### config.mk
export PLATFORM = sky130hd
export DESIGN_NAME = mb_enable_sync
export DESIGN_NICKNAME = d
export VERILOG_FILES = /design/src/rtl/mbs_pkg.sv /design/src/rtl/mbs_sync.sv /design/src/rtl/mbs_fanout.sv /design/src/rtl/mbs_decode.sv /design/src/rtl/mb_enable_sync.sv
export SDC_FILE = /design/constraint.sdc
export NUM_CORES = 1
export LEC_CHECK = 0
export ABC_AREA = 1
export BUFFER_PORTS_ARGS = -buffer_cell sky130_fd_sc_hd__buf_2
export CAP_MARGIN = 40
export CELL_PAD_IN_SITES_DETAIL_PLACEMENT = 0
export CELL_PAD_IN_SITES_GLOBAL_PLACEMENT = 1
export CORE_MARGIN = 1.5
export CORE_UTILIZATION = 28
export CTS_BUF_LIST = sky130_fd_sc_hd__clkbuf_8
export CTS_CLUSTER_DIAMETER = 30
export DETAILED_ROUTE_END_ITERATION = 16
export HOLD_SLACK_MARGIN = 0.02
export PLACE_DENSITY_LB_ADDON = 0.1
export SYNTH_ARGS = -nofsm -noshare
export SYNTH_HDL_FRONTEND = slang
export SYNTH_SLANG_ARGS = --single-unit
export TNS_END_PERCENT = 1
### constraint.sdc
create_clock -name clk_i -period 0.8 [get_ports clk_i]
set_clock_uncertainty 0.05 [all_clocks]
set_input_delay 0.08 -clock clk_i [delete_from_list [all_inputs] [get_ports clk_i]]
set_output_delay 0.08 -clock clk_i [all_outputs]
set_load 0.02 [all_outputs]
### src/rtl/mbs_pkg.sv
package mbs_pkg;

    localparam int MBW = 4;

    typedef logic [MBW-1:0] mb_word_t;

    localparam mb_word_t MB_ON  = 4'b1010;
    localparam mb_word_t MB_OFF = 4'b0101;

    typedef enum logic {
        POL_NORMAL   = 1'b0,
        POL_ESCALATE = 1'b1
    } pol_e;

    typedef struct packed {
        logic t_strict;
        logic t_loose;
        logic f_strict;
        logic f_loose;
    } mb_flags_t;

    // Value every flop takes in reset: the state that is safe for the mode.
    function automatic mb_word_t safe_word(input pol_e pol);
        return (pol == POL_ESCALATE) ? MB_ON : MB_OFF;
    endfunction

    function automatic logic is_true_strict(input mb_word_t w);
        return w == MB_ON;
    endfunction

    function automatic logic is_true_loose(input mb_word_t w);
        return w != MB_OFF;
    endfunction

    function automatic logic is_false_strict(input mb_word_t w);
        return w == MB_OFF;
    endfunction

    function automatic logic is_false_loose(input mb_word_t w);
        return w != MB_ON;
    endfunction

    function automatic mb_flags_t decode_word(input mb_word_t w);
        mb_flags_t f;
        f.t_strict = is_true_strict(w);
        f.t_loose  = is_true_loose(w);
        f.f_strict = is_false_strict(w);
        f.f_loose  = is_false_loose(w);
        return f;
    endfunction

endpackage

### src/rtl/mbs_sync.sv
// Two-flop synchronizer, one independent chain per bit of the word.
module mbs_sync
    import mbs_pkg::*;
#(
    parameter mb_word_t RST_VAL = MB_OFF
) (
    input  logic     clk_i,
    input  logic     rst_i,
    input  mb_word_t d_i,
    output mb_word_t q_o
);

    for (genvar b = 0; b < MBW; b++) begin : g_bit
        logic meta_q;
        logic stab_q;

        always_ff @(posedge clk_i) begin
            if (rst_i) begin
                meta_q <= RST_VAL[b];
                stab_q <= RST_VAL[b];
            end else begin
                meta_q <= d_i[b];
                stab_q <= meta_q;
            end
        end

        assign q_o[b] = stab_q;
    end

endmodule

### src/rtl/mbs_fanout.sv
// Separately registered copies of the synchronized word.
module mbs_fanout
    import mbs_pkg::*;
#(
    parameter int       NCOPY   = 3,
    parameter mb_word_t RST_VAL = MB_OFF
) (
    input  logic                   clk_i,
    input  logic                   rst_i,
    input  mb_word_t               d_i,
    output logic [NCOPY*MBW-1:0]   q_o
);

    for (genvar c = 0; c < NCOPY; c++) begin : g_copy
        mb_word_t copy_q;

        always_ff @(posedge clk_i) begin
            if (rst_i) begin
                copy_q <= RST_VAL;
            end else begin
                copy_q <= d_i;
            end
        end

        assign q_o[c*MBW +: MBW] = copy_q;
    end

endmodule

### src/rtl/mbs_decode.sv
// Four-way decode of one copy.
module mbs_decode
    import mbs_pkg::*;
(
    input  mb_word_t  w_i,
    output mb_flags_t flags_o
);

    always_comb begin
        flags_o = decode_word(w_i);
    end

endmodule

### src/rtl/mb_enable_sync.sv
module mb_enable_sync
    import mbs_pkg::*;
#(
    parameter int   NCOPY    = 3,
    parameter pol_e POLARITY = POL_NORMAL
) (
    input  logic                 clk_i,
    input  logic                 rst_i,
    input  logic [3:0]           sig_i,
    output logic [NCOPY*4-1:0]   copies_o,
    output logic                 true_strict_o,
    output logic                 true_loose_o,
    output logic                 false_strict_o,
    output logic                 false_loose_o,
    output logic                 all_true_o,
    output logic                 enable_o
);

    localparam mb_word_t RST_WORD = safe_word(POLARITY);

    mb_word_t              sync_w;
    logic [NCOPY*MBW-1:0]  copy_bus;
    mb_flags_t             flags [NCOPY];
    logic [NCOPY-1:0]      strict_vec;

    mbs_sync #(
        .RST_VAL (RST_WORD)
    ) u_sync (
        .clk_i (clk_i),
        .rst_i (rst_i),
        .d_i   (sig_i),
        .q_o   (sync_w)
    );

    mbs_fanout #(
        .NCOPY   (NCOPY),
        .RST_VAL (RST_WORD)
    ) u_fanout (
        .clk_i (clk_i),
        .rst_i (rst_i),
        .d_i   (sync_w),
        .q_o   (copy_bus)
    );

    for (genvar c = 0; c < NCOPY; c++) begin : g_dec
        mbs_decode u_dec (
            .w_i     (copy_bus[c*MBW +: MBW]),
            .flags_o (flags[c])
        );
        assign strict_vec[c] = flags[c].t_strict;
    end

    assign copies_o       = copy_bus;
    assign true_strict_o  = flags[0].t_strict;
    assign true_loose_o   = flags[0].t_loose;
    assign false_strict_o = flags[0].f_strict;
    assign false_loose_o  = flags[0].f_loose;
    assign all_true_o     = &strict_vec;

    if (POLARITY == POL_ESCALATE) begin : g_esc
        assign enable_o = flags[0].t_loose;
    end else if (NCOPY >= 2) begin : g_norm_dual
        assign enable_o = strict_vec[0] & strict_vec[1];
    end else begin : g_norm_single
        assign enable_o = strict_vec[0];
    end

endmodule

-- Yosys cells after proc, flatten, opt, wreduce, memory -nomap -nowiden
Index checks and enable logic that the tools add are counted.
- equal/unequal tests: 4
- operator list (cell ; number):
    $eq A4 B3 Y1 const B ; 1
    $eq A4 B4 Y1 const B ; 1
    $ne A4 B3 Y1 const B ; 1
    $ne A4 B4 Y1 const B ; 1
- bits in registers: 12
- bits of input ports: 6
- output and inout bits: 18

-- Logic depth before layout (Yosys ltp)
- depth in word-level cells: 1
- mapped depth: 4
- mapped depth without buffers: 3

-- Cells and area by module
From an unflattened synthesis, not the netlist that was laid out.
- cell total of the unflattened synthesis: 102
- area, all modules: 625.6 µm²
- modules (own cells, without submodules) (module ; times used ; cells each ; area each (µm²) ; seq. area each (µm²)):
    mbs_sync ; 1 ; 29 ; 254.0 ; 160.2
    mbs_decode ; 3 ; 16 ; 60.1 ; 0.0
    mbs_fanout ; 1 ; 21 ; 173.9 ; 80.1
    mb_enable_sync ; 1 ; 4 ; 17.5 ; 0.0

-- Worst setup path after synthesis
Ideal clock, no wire load.
- path type: reg-to-output
- from: reg u_fanout.g_copy[1].copy_q[1]
- to: out enable_o
- arrival: 1194 ps
- data required time: 670 ps
- setup slack: -524 ps
- cell stages (with the launch flop): 4
- path buffers: 1
- path through: dfxtp_1 nand2_1 nor2_1 buf_4
- word-level cells in the longest chain between the ends: 1
- RTL lines (item ; RTL line ; RTL):
    from (decl) ; mbs_fanout.sv:15 ; mb_word_t copy_q;
    from (signal assigned) ; mbs_fanout.sv:21 ; copy_q <= d_i;
    $eq A4 B4 Y1 ; -- ;
    to (decl) ; mb_enable_sync.sv:16 ; output logic enable_o
No other way between the ends.

==> impl_metrics.json <==
{
  "status": "complete, but fails checks",
  "violations": "hold timing, setup timing",
  "fin_util": 0.468,
  "synth_top_area_cell": "dfxtp_1",
  "ff2ff_setup_slack_ns": 0.16,
  "coreArea_um2": 1540,
  "clk_pin_slew_ns": 0.05,
  "cap_violations": 0,
  "grt_pass1_wl_mm": 1.05,
  "slowest_delay_ns": 0.37,
  "io_buffers": 23,
  "viasPerCell": 3.84,
  "die_h_um": 43.9,
  "setup_slack_ns": -0.268,
  "synthesis.area_um2": 469,
  "place.gp.congestion": 0.500,
  "dp_cells": 89,
  "clockRootBuffer": "clkbuf_8",
  "yosys_most_used_dff": "dfxtp_1",
  "post_cts_buffers": 0,
  "reg2reg_depth": 1,
  "start_util": 0.304,
  "antenna_left": 0,
  "drive_gt1_frac": 0.513,
  "cp_max_fo": 4,
  "grt_usage": 0.0853,
  "fp.dieW_um": 43.9,
  "finalSetupViolations": 18,
  "timing.hold.ws_ns": -0.0322,
  "cts_buffers": 3,
  "cp.arrival_ns": 0.94,
  "cts_tree": "built",
  "required_ns": 0.67,
  "die_area_um2": 1930,
  "p_per_area_nw_per_um2": 1780,
  "hold_buffers": 2,
  "num_vias": 361,
  "fin_nets": 86,
  "wl_um": 692,
  "seqCellArea_um2": 255,
  "ys_seq_elements": 12,
  "grt_antenna_before_repair": 0,
  "dpl-instance-area_um2": 578,
  "post-route-min-period_ns": 1.07,
  "antenna_cells": 0,
  "hpwl_um": 472,
  "route.detailed.drc": 0,
  "dp_slack_ns": -0.0314,
  "grt-ovfl-total": 0,
  "hold_viol": 2,
  "io_pins": 24,
  "dr.pass1.iters": 2,
  "std_cell_rows": 14,
  "startpoint_type": "register",
  "routedWlPerCell_um": 7.36,
  "p_total_mw": 1.29,
  "synthArstFlopShare": 0,
  "cts_buffer_depth": 2,
  "power_leakage_nw": 0.368,
  "grt_pass1_vias": 275,
  "min_path_cells": 2,
  "period_share": 1.34,
  "tns_ns": -3.61,
  "synth_top_area_share": 0.512,
  "relSlewSlack": 0.884,
  "netlist_top_cells_count": "dfxtp_1, inv_1, buf_4, nor2_1",
  "htreeDepth": 1,
  "cts_sinks": 12,
  "max_freq_ghz": 0.936,
  "path_cells": "nand2_4 > nor2_4 > buf_6",
  "worst_pin_slew_ns": 0.173,
  "synth_cell_type_count": 7,
  "drv_slew": 0,
  "hold_class": "in2reg",
  "criticalPathCategory": "reg2out",
  "syn_nets": 63,
  "cp_slowest_cell": "dfxtp_4",
  "yosys_warnings": 0,
  "area_growth_pct": 53.9,
  "irDropWorstVdd_uv": 1080,
  "rsz0062_at_grt": "true",
  "syn_inst": 57,
  "ys_seq_area_frac": 0.512,
  "end_kind": "output pin",
  "fill_cells": 167,
  "synth.avg_cell_area_um2": 8.23,
  "first_iter_violations": 1,
  "fin_cells": 94,
  "clk_latency_ns": 0.23,
  "multi_input_area_um2": 118,
  "grt_start_max_net_pins": 13,
  "synthTopCellsByArea": "dfxtp_1, buf_4, inv_1",
  "synth_edf_count": 0,
  "fin_area_um2": 722
}
==> cell usage in the layout, fill, tap and decap left out <==
cell,instances
clkbuf_8,3
buf_6,12
inv_2,2
inv_1,10
nor2_1,8
or2_1,6
dfxtp_4,4
buf_2,10
nor2_2,1
nand2_1,4
buf_4,5
nor2_4,1
nand2_4,1
nand2_2,1
dlygate4sd3_1,2
dfxtp_1,8
==> layer usage <==
layer,track usage,vias to the layer above,routed length (um),part of all wire
met5,0,-,0,0
met4,0.145,0,46,0.066
met3,0.0250,5,58,0.084
met2,0.112,19,342,0.49
met1,0.0814,147,244,0.35
li1,-,190,-,-
==> state kept, by name, summed over array words and instances, names as in the netlist <==
signal	flops
u_sync.g_bit.stab_q	4
u_sync.g_bit.meta_q	4
u_fanout.g_copy.copy_q	4
==> worst paths after layout <==
kind	from	endpoint
min	sig_i[0]	u_sync.g_bit[0].meta_q
max	u_fanout.g_copy[1].copy_q[1]	true_strict_o
max reg2reg	u_sync.g_bit[0].meta_q	u_sync.g_bit[0].stab_q
min reg2reg	u_sync.g_bit[3].stab_q	u_fanout.g_copy[1].copy_q[3]
==> kinds of logic after synthesis <==
family	after synthesis	synth area share
buf+inv	23	0.280
flops	12	0.512
simple gates	22	0.208
==> final cells by class <==
type,instances,area share
sequential,12,0.354
clock buffer,3,0.0572
inverter,12,0.0624
multi-input combinational,22,0.163
tap,16,0.0277
timing repair buffer,29,0.336
==> report_power, final <==
group | switching [mW] | internal, mW
registers | 0.0109 | 0.614
clock network | 0.194 | 0.329
logic | 0.0693 | 0.0686
==> critical path, delay by kind of cell (launching register included) <==
family	cells	cell delay [ns]
buf+inv	1	0.13
flops	1	0.37
simple gates	2	0.20
==> repair_timing <==
item | in CTS | in global routing
resized for setup | 11 | 15
pin swaps | 1 | 0
endpoints found under the setup margin | 18 | 18
endpoints found under the hold margin | 4 | 2
No activity file was read; power rests on OpenSTA's default activity.
